File: src/rtl/uart_eof_pkg.sv
package uart_eof_pkg;
  // Extra idle bit periods after end of frame before the peer may transmit.
  localparam int unsigned GUARD_BITS = 5;
endpackage

File: src/rtl/eof_len_latch.sv
module eof_len_latch #(
  parameter int unsigned LEN_W   = 8,
  parameter int unsigned DEF_LEN = 10
) (
  input  logic             clk,
  input  logic             rst,
  input  logic             load_en,
  input  logic [LEN_W-1:0] len_in,
  output logic [LEN_W-1:0] len_q
);
  localparam logic [LEN_W-1:0] ONE = LEN_W'(1);

  always_ff @(posedge clk) begin
    if (rst) begin
      len_q <= LEN_W'(DEF_LEN);
    end else if (load_en) begin
      len_q <= (len_in == '0) ? ONE : len_in;
    end
  end

  // value frozen while a frame or its guard is running
  assert_len_hold_R7: assert property (@(posedge clk) disable iff (rst)
    !load_en |=> $stable(len_q));

  // zero is never used as a length
  assert_len_nonzero_R7: assert property (@(posedge clk) disable iff (rst)
    len_q != '0);
endmodule

File: src/rtl/eof_idle_counter.sv
module eof_idle_counter
  import uart_eof_pkg::*;
#(
  parameter int unsigned LEN_W = 8
) (
  input  logic             clk,
  input  logic             rst,
  input  logic             tick,
  input  logic             rx,
  input  logic             in_byte,
  input  logic [LEN_W-1:0] len,
  output logic             hit_eof,
  output logic             hit_guard
);
  localparam int unsigned CNT_W = LEN_W + 1;

  logic [CNT_W-1:0] cnt_q;
  logic [CNT_W-1:0] limit;
  logic [CNT_W-1:0] eof_at;
  logic             step;
  logic             clear;

  assign limit  = {1'b0, len} + CNT_W'(GUARD_BITS);
  assign eof_at = {1'b0, len} - CNT_W'(1);
  assign clear  = tick & ~rx;
  assign step   = tick & rx & ~in_byte & (cnt_q < limit);

  assign hit_eof   = step & (cnt_q == eof_at);
  assign hit_guard = step & (cnt_q == limit - CNT_W'(1));

  always_ff @(posedge clk) begin
    if (rst) begin
      cnt_q <= '0;
    end else if (clear) begin
      cnt_q <= '0;
    end else if (step) begin
      cnt_q <= cnt_q + CNT_W'(1);
    end
  end

  // any low sample restarts the idle count
  assert_zero_clears_R3: assert property (@(posedge clk) disable iff (rst)
    (tick && !rx) |=> (cnt_q == '0));

  // no idle counting while a byte is open
  assert_no_count_in_byte_R2: assert property (@(posedge clk) disable iff (rst)
    (in_byte && !(tick && !rx)) |=> $stable(cnt_q));
endmodule

File: src/rtl/eof_frame_tracker.sv
module eof_frame_tracker (
  input  logic clk,
  input  logic rst,
  input  logic tick,
  input  logic rx,
  input  logic byte_done,
  input  logic hit_eof,
  input  logic hit_guard,
  output logic in_byte,
  output logic eof_pulse,
  output logic tx_permit
);
  logic start;
  logic byte_seen;

  assign start = tick & ~rx & ~in_byte;

  always_ff @(posedge clk) begin
    if (rst) begin
      in_byte   <= 1'b0;
      byte_seen <= 1'b0;
      eof_pulse <= 1'b0;
      tx_permit <= 1'b1;
    end else begin
      if (start)          in_byte <= 1'b1;
      else if (byte_done) in_byte <= 1'b0;

      if (byte_done)    byte_seen <= 1'b1;
      else if (hit_eof) byte_seen <= 1'b0;

      eof_pulse <= hit_eof & byte_seen;

      if (start)          tx_permit <= 1'b0;
      else if (hit_guard) tx_permit <= 1'b1;
    end
  end

  // the end-of-frame pulse is one clock wide
  assert_eof_single_R2: assert property (@(posedge clk) disable iff (rst)
    eof_pulse |=> !eof_pulse);

  // a start bit withdraws transmit permission
  assert_start_blocks_R5: assert property (@(posedge clk) disable iff (rst)
    (tick && !rx && !in_byte) |=> !tx_permit);

  // a pulse never appears while a byte is open
  assert_eof_outside_byte_R2: assert property (@(posedge clk) disable iff (rst)
    eof_pulse |-> !in_byte);
endmodule

File: src/rtl/uart_eof_detector.sv
module uart_eof_detector #(
  parameter int unsigned LEN_W   = 8,
  parameter int unsigned DEF_LEN = 10
) (
  input  logic             clk,
  input  logic             rst,
  input  logic             bit_tick,
  input  logic             rx_line,
  input  logic             byte_done,
  input  logic [LEN_W-1:0] eof_len,
  output logic             eof_pulse,
  output logic             tx_permit
);
  logic [LEN_W-1:0] len_q;
  logic             in_byte;
  logic             hit_eof;
  logic             hit_guard;

  eof_len_latch #(.LEN_W(LEN_W), .DEF_LEN(DEF_LEN)) u_len (
    .clk     (clk),
    .rst     (rst),
    .load_en (tx_permit),
    .len_in  (eof_len),
    .len_q   (len_q)
  );

  eof_idle_counter #(.LEN_W(LEN_W)) u_cnt (
    .clk       (clk),
    .rst       (rst),
    .tick      (bit_tick),
    .rx        (rx_line),
    .in_byte   (in_byte),
    .len       (len_q),
    .hit_eof   (hit_eof),
    .hit_guard (hit_guard)
  );

  eof_frame_tracker u_trk (
    .clk       (clk),
    .rst       (rst),
    .tick      (bit_tick),
    .rx        (rx_line),
    .byte_done (byte_done),
    .hit_eof   (hit_eof),
    .hit_guard (hit_guard),
    .in_byte   (in_byte),
    .eof_pulse (eof_pulse),
    .tx_permit (tx_permit)
  );

  // permission only returns right after an idle strobe
  assert_permit_rise_R6: assert property (@(posedge clk) disable iff (rst)
    $rose(tx_permit) |-> $past(bit_tick && rx_line));

  // an end-of-frame pulse is always preceded by an idle strobe
  assert_eof_after_idle_R3: assert property (@(posedge clk) disable iff (rst)
    eof_pulse |-> $past(bit_tick && rx_line));
endmodule

File: config.mk
export PLATFORM = sky130hd
export DESIGN_NAME = uart_eof_detector
export DESIGN_NICKNAME = d
export VERILOG_FILES = /design/src/rtl/uart_eof_pkg.sv /design/src/rtl/eof_len_latch.sv /design/src/rtl/eof_idle_counter.sv /design/src/rtl/eof_frame_tracker.sv /design/src/rtl/uart_eof_detector.sv
export SDC_FILE = /design/constraint.sdc
export NUM_CORES = 1
export LEC_CHECK = 0
export ABC_CLOCK_PERIOD_IN_PS = 3000
export BUFFER_PORTS_ARGS = -buffer_cell sky130_fd_sc_hd__buf_4
export CORE_MARGIN = 2
export CORE_UTILIZATION = 40
export DETAILED_ROUTE_END_ITERATION = 6
export GPL_TIMING_DRIVEN = 0
export PLACE_DENSITY = 0.61
export SYNTH_ARGS = -nofsm -noshare
export SYNTH_HDL_FRONTEND = slang
export SYNTH_SLANG_ARGS = --single-unit
export TNS_END_PERCENT = 30
File: constraint.sdc
create_clock -name clk -period 3 [get_ports clk]
set_input_delay 0.45 -clock clk [delete_from_list [all_inputs] [get_ports clk]]
set_output_delay 0.45 -clock clk [all_outputs]
set_load 0.1 [all_outputs]
==> summary.md <==
| Metric | Value |
|---|---|
| Status | finished clean |
| Number of routed nets with antenna violations | 0 |
| DRC | 0 |
| Fillers | 494 |
| Synthesized Nets | 280 |
| DP Wirelength | 4.04 mm |
| Critical path peak fanout | 10 |
| Post-Syn Instances | 256 |
| RSZ-0062 raised after global routing | no |
| Skew final | 4.35 ps |
| Synth Warn # | 0 |
| Mapped Area | 2000 um^2 |
| Routed len/inst | 15.6 um |
| Clk buf depth | 2 |
| Die width | 74.8 um |
| Post-synthesis cell type count | 59 |
| First drt pass iteration count | 4 |
| Area contributors post-synth | dfxtp_1 21%, ha_1 6.9%, mux2i_1 5.0% |
| Root buf cell | clkbuf_8 |
| # diodes | 0 |
| Fin. Hold Viols | 0 |
| First-pass GRT wire length | 8.93 mm |
| Logic pwr share | 61.6% |
| Most frequent cells in the layout | 21 x buf_4, 20 x nor2_1, 20 x dfxtp_1 |
| Routability cong. | 0.829 |
| Clock sinks | 21 |
| CTS tree | built |
| Synth async-reset ratio | 0% |
| Hold_buf cts | 0 |
| Layout cells sized above 1 | 17.4% |
| Setup CP Type | flip-flop to flip-flop |
| Total power | 1.44 mW |
| Final net count | 301 |
| Vias | 1931 |
| Worst EP required | 3170 ps |
| Largest net degree at the start of global routing | 12 |
| Place WS | -616 ps |
| Max_slew headroom | 47.6% |
| Violation count after the first detailed-routing iteration | 105 |
| Synth Flop Type | dfxtp_1 |
| Crit start category | flip-flop |
| Dominant cell type by area after synthesis | dfxtp_1 |
| EDFF count, synth | 0 |
| Share of the synthesized area in the top cell type | 21.0% |
| Initial core utilization | 41.9% |
| CP max stage cell | dfxtp_1 |
| Tcrit/Tclk final | 93.6% |
| Sequential share of the synthesized area | 21.0% |
| Core box area | 4790 um^2 |
| Crit path DAT | 2970 ps |
| Num CTS Buffers | 3 |
| Pleak | 0.955 nW |
| Reg power frac | 24.8% |
| Synthesized area per cell | 7.83 um^2 |
| Commonest non-fill, non-tap cell in the layout | buf_4 |
| Final Max Slew Viols | 0 |
| Die Footprint | 5590 um^2 |
| Setup_tns | 0 ps |
| Number of placement rows | 25 |
| Via density | 5.63 |
| Clock-pin slew on the worst setup and hold paths | 80 ps |
| F_max | 0.356 GHz |
| Finish-stage setup viols | 0 |
| Slew @ Worst Pin | 780 ps |
| Initial antenna violation count | 0 |
| I/O Buffers | 14 |
| Io pins | 15 |
| MaxCap Viol Count | 0 |
| Tightest Hold Check Type | input pin to flip-flop |
| Clock Power Share | 13.6% |
| H-tree Lvls | 1 |
| Sw Pwr | 667 uW |
| Synthesized flop and latch total | 21 |
| Final Core Density | 49.3% |
| Die Ht | 74.8 um |
| Switching share of total power | 46.2% |
| Global route total overflow | 0 |
| Area growth from synthesis to layout | 17.7% |
| Clock latency on the worst-skew pair | 270 ps |
| Post-Route WL | 5.36 mm |
| Slowest stage delay, CP | 410 ps |
| Pwr dens | 612 nW/um^2 |
| Tot GR Track Use | 20.9% |
| Final Critical Period | 2810 ps |
| Worst Slack Setup Final | 192 ps |
| P_int | 777 uW |
| Number of global-route vias before repair | 1788 |
| VDD IR max | 0.344 mV |
| Critical Path Sink Type | flip-flop |
| Cells along the critical path | clkbuf_4 > nand2_1 > a221oi_4 > ha_1 > o21ai_0 > o211ai_1 > nor4_4 > nor2_1 > clkbuf_8 > o31a_1 > o21a_1 |
cell usage after synthesis, types with 3 or more instances:
library cell and number:
nor2_1 20, a211oi_1 4, nor2b_1 4, nand2b_1 5
o211ai_1 3, o31ai_1 3, nand3b_1 4, o2111ai_1 3
clkbuf_1 12, dfxtp_1 21, a21o_1 3, nor4_1 3
a21oi_1 13, and3_1 3, nor3_1 12, nand3_1 7
nor4bb_1 3, inv_1 10, o31a_1 5, ha_1 11
buf_1 3, o21a_1 6, xnor2_1 11, o21ai_0 8
nand2_1 18, nand4_1 3, xor2_1 11, mux2i_1 10
sequential cells by signal, summed over array words and instances (netlist names):
name / flops
u_len.len_q: 8
u_trk.eof_pulse: 1
u_trk.in_byte: 1
u_cnt.cnt_q: 9
u_trk.byte_seen: 1
u_trk.tx_permit: 1
layer usage:
layer	track usage (%)	vias to the layer above	part of all wire (%)
met1	31.2	900	49
met5	0	-	0
met3	2.01	4	4.2
met4	4.76	0	0.71
li1	-	984	-
met2	32.6	43	46
worst max-delay path, delay by kind of cell (launching register included):
kind,cells,cell delay (ps)
and+or+nand+nor,3,490
buffers and inverters,2,430
adders and majority gates,1,300
AOI/OAI and AO/OA,5,1070
DFF,1,410
worst paths after layout:
check	startpoint	to	slack [ps]	depth (start not counted)
worst max register to register	u_len.len_q[1]	u_cnt.cnt_q[7]	190	11
worst min-delay path	eof_len[1]	u_len.len_q[1]	410	3
worst max-delay path	u_len.len_q[1]	u_cnt.cnt_q[7]	190	11
worst min register to register	u_trk.byte_seen	u_trk.byte_seen	470	2
stage by stage:
stage                     area [um^2]  std cells  hold WS (ps)
after global routing             2360        343           416
after detailed placement         2190        337           464
after global placement           2190        337           461
after CTS                        2330        343           412
after floorplan                  2000        256           444
final                            2360        343           411
final cells by class:
cell class | instances | area (um^2) | area share, %
Multi-Input combinational cell | 207 | 1540 | 65.2
Sequential cell | 21 | 422 | 17.9
Timing Repair Buffer | 17 | 128 | 5.41
Buffer | 17 | 105 | 4.46
Tap cell | 67 | 83.8 | 3.55
Clock buffer | 4 | 45.0 | 1.91
Inverter | 10 | 37.5 | 1.59
repair_timing:
| action | 4_1_cts | 5_1_grt |
|---|---|---|
| endpoints found under the setup margin | 12 | 9 |
| setup buffers | 3 | 0 |
| resized for setup | 18 | 13 |
| pin swaps | 4 | 2 |
| cloned | 0 | 0 |
kinds of logic after synthesis:
group | share of synthesized area [%]
buffers and inverters | 5.74
flip-flops | 21.0
XOR/XNOR | 10.8
adder cells (fa/ha/maj) | 6.87
AO/OA/AOI/OAI | 22.7
AND/OR/NAND/NOR | 27.4
multiplexers | 5.56
power groups by stage:
stage | registers [mW] | clock network, mW | logic (mW)
after floorplan | 0.396 | 0 | 0.590
after global placement | 0.357 | 0 | 0.809
after detailed placement | 0.356 | 0 | 0.818
after CTS | 0.356 | 0.198 | 0.862
after global routing | 0.363 | 0.209 | 0.968
final | 0.358 | 0.196 | 0.890
Note: power is estimated with default switching activity, not from simulation.
